$ cat src/rtl/ptmr_pkg.sv
package ptmr_pkg;
  localparam int CNT_W = 16;
  localparam int DIG_N = CNT_W / 4;

  typedef enum logic [1:0] {
    MD_PULSE1 = 2'b00,
    MD_RATE   = 2'b01,
    MD_SQ     = 2'b10,
    MD_SQ_ALT = 2'b11
  } mode_e;

  typedef struct packed {
    logic [1:0]       mode;
    logic             bcd;
    logic [CNT_W-1:0] reload;
    logic [7:0]       lo;
    logic             wr_hi;
    logic             rd_hi;
    logic             held;
    logic [CNT_W-1:0] snap;
    logic [CNT_W-1:0] cnt;
    logic             out;
    logic             armed;
    logic             load;
    logic             trig;
    logic             run;
    logic             extra;
    logic             gate_q;
  } chan_state_t;

  // Subtract step (1 or 2) in binary or digit-wise decimal.
  function automatic logic [CNT_W-1:0] count_down(input logic [CNT_W-1:0] v,
                                                  input logic [1:0] step,
                                                  input logic bcd);
    logic [CNT_W-1:0] r;
    logic [3:0] dig;
    logic [3:0] sub;
    logic br;
    r = '0;
    br = 1'b0;
    if (!bcd) begin
      r = v - CNT_W'(step);
    end else begin
      for (int d = 0; d < DIG_N; d++) begin
        dig = v[d*4 +: 4];
        sub = (d == 0) ? {2'b00, step} : {3'b000, br};
        if (dig < sub) begin
          r[d*4 +: 4] = dig + 4'd10 - sub;
          br = 1'b1;
        end else begin
          r[d*4 +: 4] = dig - sub;
          br = 1'b0;
        end
      end
    end
    return r;
  endfunction
endpackage

$ cat src/rtl/ptmr_step.sv
module ptmr_step
  import ptmr_pkg::*;
(
  input  logic [CNT_W-1:0] value,
  input  logic             bcd,
  output logic [CNT_W-1:0] minus1,
  output logic [CNT_W-1:0] minus2
);
  always_comb begin
    minus1 = count_down(value, 2'd1, bcd);
    minus2 = count_down(value, 2'd2, bcd);
  end
endmodule

$ cat src/rtl/ptmr_chan.sv
module ptmr_chan
  import ptmr_pkg::*;
(
  input  logic       clk,
  input  logic       rst_n,
  input  logic       tick,
  input  logic       gate,
  input  logic       cfg_we,
  input  logic       cfg_snap,
  input  logic [1:0] cfg_mode,
  input  logic       cfg_bcd,
  input  logic       data_we,
  input  logic [7:0] wdata,
  input  logic       rd_en,
  output logic [7:0] rd_byte,
  output logic       out_o
);
  chan_state_t st_q, st_d, st_rst;
  logic [CNT_W-1:0] m1, m2, even_n, src;
  logic rise, ld, sq, upd;

  ptmr_step u_step (.value(st_q.cnt), .bcd(st_q.bcd), .minus1(m1), .minus2(m2));

  assign even_n = {st_q.reload[CNT_W-1:1], 1'b0};
  assign rise   = gate & ~st_q.gate_q;
  assign ld     = st_q.load | rise;
  assign sq     = st_q.mode[1];
  assign upd    = tick | cfg_we | data_we | rd_en | (gate ^ st_q.gate_q);

  always_comb begin
    st_rst = '0;
    st_rst.out = 1'b1;
  end

  always_comb begin
    st_d = st_q;
    st_d.gate_q = gate;
    if (st_q.armed) begin
      if (st_q.mode == MD_PULSE1) begin
        if (tick && st_q.trig) begin
          st_d.cnt  = st_q.reload;
          st_d.out  = 1'b0;
          st_d.run  = 1'b1;
          st_d.trig = rise;
        end else begin
          if (rise) st_d.trig = 1'b1;
          if (tick && st_q.run) begin
            st_d.cnt = m1;
            if (m1 == '0) begin
              st_d.out = 1'b1;
              st_d.run = 1'b0;
            end
          end
        end
      end else if (!gate) begin
        st_d.out  = 1'b1;
        st_d.load = ld;
      end else if (tick) begin
        st_d.load = 1'b0;
        if (ld) begin
          st_d.cnt   = sq ? even_n : st_q.reload;
          st_d.out   = 1'b1;
          st_d.extra = sq & st_q.reload[0];
        end else if (!sq) begin
          if (st_q.cnt == CNT_W'(1)) begin
            st_d.cnt = st_q.reload;
            st_d.out = 1'b1;
          end else begin
            st_d.cnt = m1;
            st_d.out = (m1 != CNT_W'(1));
          end
        end else if (st_q.cnt == CNT_W'(2)) begin
          if (st_q.extra) begin
            st_d.extra = 1'b0;
          end else begin
            st_d.out   = ~st_q.out;
            st_d.cnt   = even_n;
            st_d.extra = st_q.reload[0] & ~st_q.out;
          end
        end else begin
          st_d.cnt = m2;
        end
      end else begin
        st_d.load = ld;
      end
    end
    // host side
    if (cfg_we) begin
      if (cfg_snap) begin
        if (!st_q.held) begin
          st_d.held  = 1'b1;
          st_d.snap  = st_q.cnt;
          st_d.rd_hi = 1'b0;
        end
      end else begin
        st_d.mode  = cfg_mode;
        st_d.bcd   = cfg_bcd;
        st_d.wr_hi = 1'b0;
        st_d.rd_hi = 1'b0;
        st_d.held  = 1'b0;
        st_d.armed = 1'b0;
        st_d.out   = 1'b1;
        st_d.run   = 1'b0;
        st_d.trig  = 1'b0;
        st_d.load  = 1'b0;
        st_d.extra = 1'b0;
      end
    end
    if (data_we) begin
      if (!st_q.wr_hi) begin
        st_d.lo    = wdata;
        st_d.wr_hi = 1'b1;
      end else begin
        st_d.reload = {wdata, st_q.lo};
        st_d.wr_hi  = 1'b0;
        st_d.armed  = 1'b1;
        st_d.load   = 1'b1;
      end
    end
    if (rd_en) begin
      st_d.rd_hi = ~st_q.rd_hi;
      if (st_q.rd_hi) st_d.held = 1'b0;
    end
  end

  always_ff @(posedge clk or negedge rst_n) begin
    if (!rst_n)   st_q <= st_rst;
    else if (upd) st_q <= st_d;
  end

  assign src     = st_q.held ? st_q.snap : st_q.cnt;
  assign rd_byte = st_q.rd_hi ? src[15:8] : src[7:0];
  assign out_o   = st_q.out;
endmodule

$ cat src/rtl/ptmr_triple.sv
module ptmr_triple
  import ptmr_pkg::*;
#(
  parameter int NUM_CH = 3,
  localparam int ADDR_W = $clog2(NUM_CH + 1)
) (
  input  logic              clk,
  input  logic              rst_n,
  input  logic              wr_en,
  input  logic              rd_en,
  input  logic [ADDR_W-1:0] addr,
  input  logic [7:0]        wdata,
  output logic [7:0]        rdata,
  input  logic [NUM_CH-1:0] tick,
  input  logic [NUM_CH-1:0] gate,
  output logic [NUM_CH-1:0] out
);
  localparam logic [ADDR_W-1:0] CTRL_ADDR = ADDR_W'(NUM_CH);

  logic [1:0] rst_pipe;
  logic       rst_core_n;
  logic       ctrl_wr;
  logic [7:0] rbyte [NUM_CH];

  always_ff @(posedge clk or negedge rst_n) begin
    if (!rst_n) rst_pipe <= '0;
    else        rst_pipe <= {rst_pipe[0], 1'b1};
  end
  assign rst_core_n = rst_pipe[1];

  assign ctrl_wr = wr_en && (addr == CTRL_ADDR) && (wdata[4:3] == 2'b00);

  for (genvar i = 0; i < NUM_CH; i++) begin : g_ch
    ptmr_chan u_chan (
      .clk     (clk),
      .rst_n   (rst_core_n),
      .tick    (tick[i]),
      .gate    (gate[i]),
      .cfg_we  (ctrl_wr && (wdata[7:6] == 2'(i))),
      .cfg_snap(wdata[5]),
      .cfg_mode(wdata[2:1]),
      .cfg_bcd (wdata[0]),
      .data_we (wr_en && (addr == ADDR_W'(i))),
      .wdata   (wdata),
      .rd_en   (rd_en && (addr == ADDR_W'(i))),
      .rd_byte (rbyte[i]),
      .out_o   (out[i])
    );
  end

  always_comb begin
    rdata = '0;
    for (int i = 0; i < NUM_CH; i++) begin
      if (addr == ADDR_W'(i)) rdata = rbyte[i];
    end
  end
endmodule

$ cat config.mk
export PLATFORM = sky130hd
export DESIGN_NAME = ptmr_triple
export DESIGN_NICKNAME = d
export VERILOG_FILES = /design/src/rtl/ptmr_pkg.sv /design/src/rtl/ptmr_step.sv /design/src/rtl/ptmr_chan.sv /design/src/rtl/ptmr_triple.sv
export SDC_FILE = /design/constraint.sdc
export NUM_CORES = 1
export LEC_CHECK = 0
export BUFFER_PORTS_ARGS = -buffer_cell sky130_fd_sc_hd__buf_4
export CORE_MARGIN = 1.5
export CORE_UTILIZATION = 23
export DETAILED_ROUTE_END_ITERATION = 10
export GPL_ROUTABILITY_DRIVEN = 1
export SETUP_SLACK_MARGIN = 0.2
export SLEW_MARGIN = 20
export SYNTH_ARGS = -nofsm -noshare
export SYNTH_HDL_FRONTEND = slang
export SYNTH_SLANG_ARGS = --single-unit
$ cat constraint.sdc
create_clock -name clk -period 7.9 [get_ports clk]
set_clock_uncertainty 0.2 [all_clocks]
set_input_delay 1.58 -clock clk [delete_from_list [all_inputs] [get_ports clk]]
set_output_delay 1.58 -clock clk [all_outputs]
set_load 0.005 [all_outputs]
==> results by group <==
Cells and area
  – Design area: around 19000 um2
  – Final-stage net count: 2032
  – Ratio of cells with drive above 1 in the final layout: 0.133
  – Antenna Cells: 0
  – Post-Layout Cell Count: a little under 3000
  – Area Overhead vs Synth: 11.9%
  – Fillers: 7862

Drt
  – Final WL: 56500 um
  – Routed Antenna Nets: 0
  – Initial DRC count: 2087
  – DRC: 0
  – DR WL/cell: 19.5 um
  – Routed via count: 15440
  – Drt pass-1 iters: 8
  – Routed vias/inst: 5.34

Worst setup path
  – CP Class: register to register
  – Critical Path RT: 8.16 ns
  – Max Fanout on Critical Path: 9
  – CP arrival: ~6 ns
  – CP startpoint kind: register
  – CP endpoint kind: register

Timing
  – RSZ-0062 raised after global routing: false
  – Setup ws final: 2.32 ns
  – Final Hold Viols: 0
  – Highest clock rate: 179 MHz
  – Final period utilization: 0.706
  – Fin Setup TNS: 0 ns
  – Min Tclk post-route: 5.58 ns
  – Relative slew slack: 0.271
  – Actual slew at the worst max-slew pin: 1.09 ns
  – Max Transition Viols Final: 0
  – Final setup viols: 0

Die
  – DIE HEIGHT: between 200 and 300 um
  – Num rows: 99
  – Core ar.: 72800 um2
  – IO Pins: 31
  – Starting Density: 0.232
  – Die Width: 274 um
  – Die area: 75100 um2

Clocking
  – CTS Buffer Depth: 3
  – Insertion delay to the later sink of the worst-skew pair: ~0.55 ns
  – Htree depth: 1
  – TritonCTS clock tree: yes
  – # hold bufs at CTS: 0
  – # Post-CTS Setup Buffers: 0
  – Total CTS buffers: 26
  – PostCTS Resize Cnt: 0
  – CTS Root Cell: clkbuf_16
  – Clk sinks: 209
  – Clock transition at path regs: 0.06 ns

Synth
  – Count leader, synth: dfrtp_1
  – Post-synth EDFFs: 0
  – Synth top area cells: dfrtp_1 31%, ha_1 7.6%, mux2_2 6.5%, o21ai_0 5.8%, nand2_1 4.5%
  – Avg Cell Area, Syn: 8.55 um2
  – Post-synthesis cell type with the largest combined area: dfrtp_1
  – Synth Cell Area: 16900 um2
  – Post-synthesis net count: about 2100
  – Yosys warns: 0
  – Post-synth top cells: 206 x dfrtp_1, 204 x nand2_1, 196 x o21ai_0
  – Post-synth ARST share: 1.00
  – Yosys reg bits: 209
  – Seq/Total Area, Yosys: 0.310
  – Most frequently used flop master after synthesis: dfrtp_1
  – Netlist cell types: between 90 and 100
  – Post-synth top area share: 0.305
  – Cells after Synth: 1976

Place
  – DP Wirelength: 40800 um
  – Dpl cell area: 18000 um2
  – Input/output buffers: 30
  – Final Wtd Congestion: just over 0.9
  – Inst Count DP: 2841
  – Pre-CTS setup slack: 2.46 ns

GRT
  – GR Overflow Total: 0
  – Vias in the first global route: approximately 14000
  – Initial antenna violation count: 2
  – First-pass GRT wire length: 88300 um
  – Pin count of the biggest net entering global routing: 58
  – Total track usage: 0.148

Power
  – Leak Pwr: 7.45 nW
  – Peak VDD IR: 0.155 mV
  – PwrDens: 359 nW/um2

Flow run
  – Max cap viols: 0

Status
  – Outcome: complete, no violations

Hold path
  – Worst Hold Class: register to register
## registers in the layout, summed over array words and instances, names as in the netlist
register	count
g_ch.u_chan.st_q	156
g_ch.u_chan.sq	3
rst_pipe	2
g_ch.u_chan.out_o	3
g_ch.u_chan.even_n	45
## worst max-delay path, cell delays in order, from the launching register on
cell and delay, ns:
dfrtp_1 0.52, inv_1 0.21, ha_1 0.20, nor2b_1 0.46, nor2b_1 0.20, ha_1 0.27, ha_1 0.24, or3b_2 0.47
inv_1 0.07, ha_1 0.28, ha_1 0.23, and2_1 0.21, ha_1 0.19, nor2b_1 0.22, a32oi_1 0.14, mux2i_1 0.20
xor2_1 0.15, nor4b_1 0.35, nand4_1 0.18, or3_1 0.40, o211ai_1 0.11
## layout make-up
cell class	instances	area [um2]	share of cell area
well taps	959	1200	0.0635
multi-input cells	1543	10800	0.572
flip-flops and latches	209	5240	0.277
inverters	74	278	0.0147
clock inverters	12	174	0.00920
clock buffers	36	769	0.0407
repair buffers	56	420	0.0223
## final timing paths
| check | from | end | slack [ns] | cells past startpoint |
|---|---|---|---|---|
| max in group asynchronous | rst_pipe[1] | g_ch[1].u_chan.st_q[29] | 5.31 | 2 |
| hold reg to reg | rst_pipe[0] | rst_pipe[1] | 0.15 | 0 |
| hold / removal | rst_pipe[0] | rst_pipe[1] | 0.15 | 0 |
| setup reg to reg | g_ch[2].u_chan.st_q[7] | g_ch[2].u_chan.out_o | 2.32 | 20 |
| setup / recovery | g_ch[2].u_chan.st_q[7] | g_ch[2].u_chan.out_o | 2.32 | 20 |
| min in group asynchronous | rst_pipe[1] | g_ch[2].u_chan.st_q[15] | 0.20 | 0 |
## placed cells by master (no fill, tap or decap), drive strengths merged, types with 11 or more instances in the layout
| cell type | Yosys | routed |
|---|---|---|
| dfrtp | 206 | 206 |
| nor2 | 147 | 147 |
| nand2 | 206 | 206 |
| mux2i | 26 | 26 |
| a21oi | 97 | 97 |
| mux4 | 24 | 24 |
| xor2 | 28 | 28 |
| buf | 28 | 56 |
| nor2b | 17 | 17 |
| mux2 | 100 | 100 |
| nand4 | 25 | 25 |
| nor4 | 15 | 15 |
| xnor2 | 56 | 56 |
| nand3b | 14 | 14 |
| o21ai | 198 | 198 |
| and2 | 12 | 12 |
| o211ai | 21 | 21 |
| o22a | 11 | 11 |
| a22oi | 40 | 40 |
| nor3b | 24 | 24 |
| nand3 | 58 | 58 |
| or3 | 11 | 11 |
| o22ai | 24 | 24 |
| inv | 69 | 70 |
| nand2b | 14 | 14 |
| nor3 | 35 | 35 |
| clkbuf | 122 | 36 |
| ha | 102 | 102 |
| a211oi | 17 | 17 |
| a31oi | 33 | 33 |
| o221ai | 11 | 11 |
## per-stage QoR
stage | hold slack (ns) | utilization | total power (W)
4_1_cts | 0.155 | 0.259 | 0.00673
5_1_grt | 0.157 | 0.259 | 0.00724
3_3_place_gp | 0.138 | 0.246 | 0.00539
2_1_floorplan | 0.131 | - | 0.00431
6_report | 0.152 | 0.259 | 0.00679
3_5_place_dp | 0.142 | 0.246 | 0.00539
## layer usage
metal / wire (um) / track usage
met5: 24 / 0
met3: 4960 / 0.0312
met2: 23900 / 0.218
met4: 1460 / 0.0331
met1: 26100 / 0.220
## cell families (layout without fill, tap and decap cells)
kind of cell             count (synthesis)  count (layout)  synth area share
AO/OA/AOI/OAI                          574             574             0.218
XOR/XNOR                                84              84            0.0436
adder cells (fa/ha/maj)                102             102            0.0755
buffers and inverters                  224             178            0.0523
flip-flops                             209             209             0.310
multiplexers                           150             150             0.114
other                                    1               1          0.000222
AND/OR/NAND/NOR                        632             632             0.187
## report_power, final
group / leakage, nW / internal, W / total (W) / switching [W]
combinational: 4.41 / 0.00142 / 0.00339 / 0.00196
clock: 0.453 / 0.000811 / 0.00131 / 0.000496
sequential: 2.59 / 0.00140 / 0.00209 / 0.000693
total: 7.45 / 0.00363 / 0.00679 / 0.00315
Note: power is estimated with default switching activity, not from simulation.
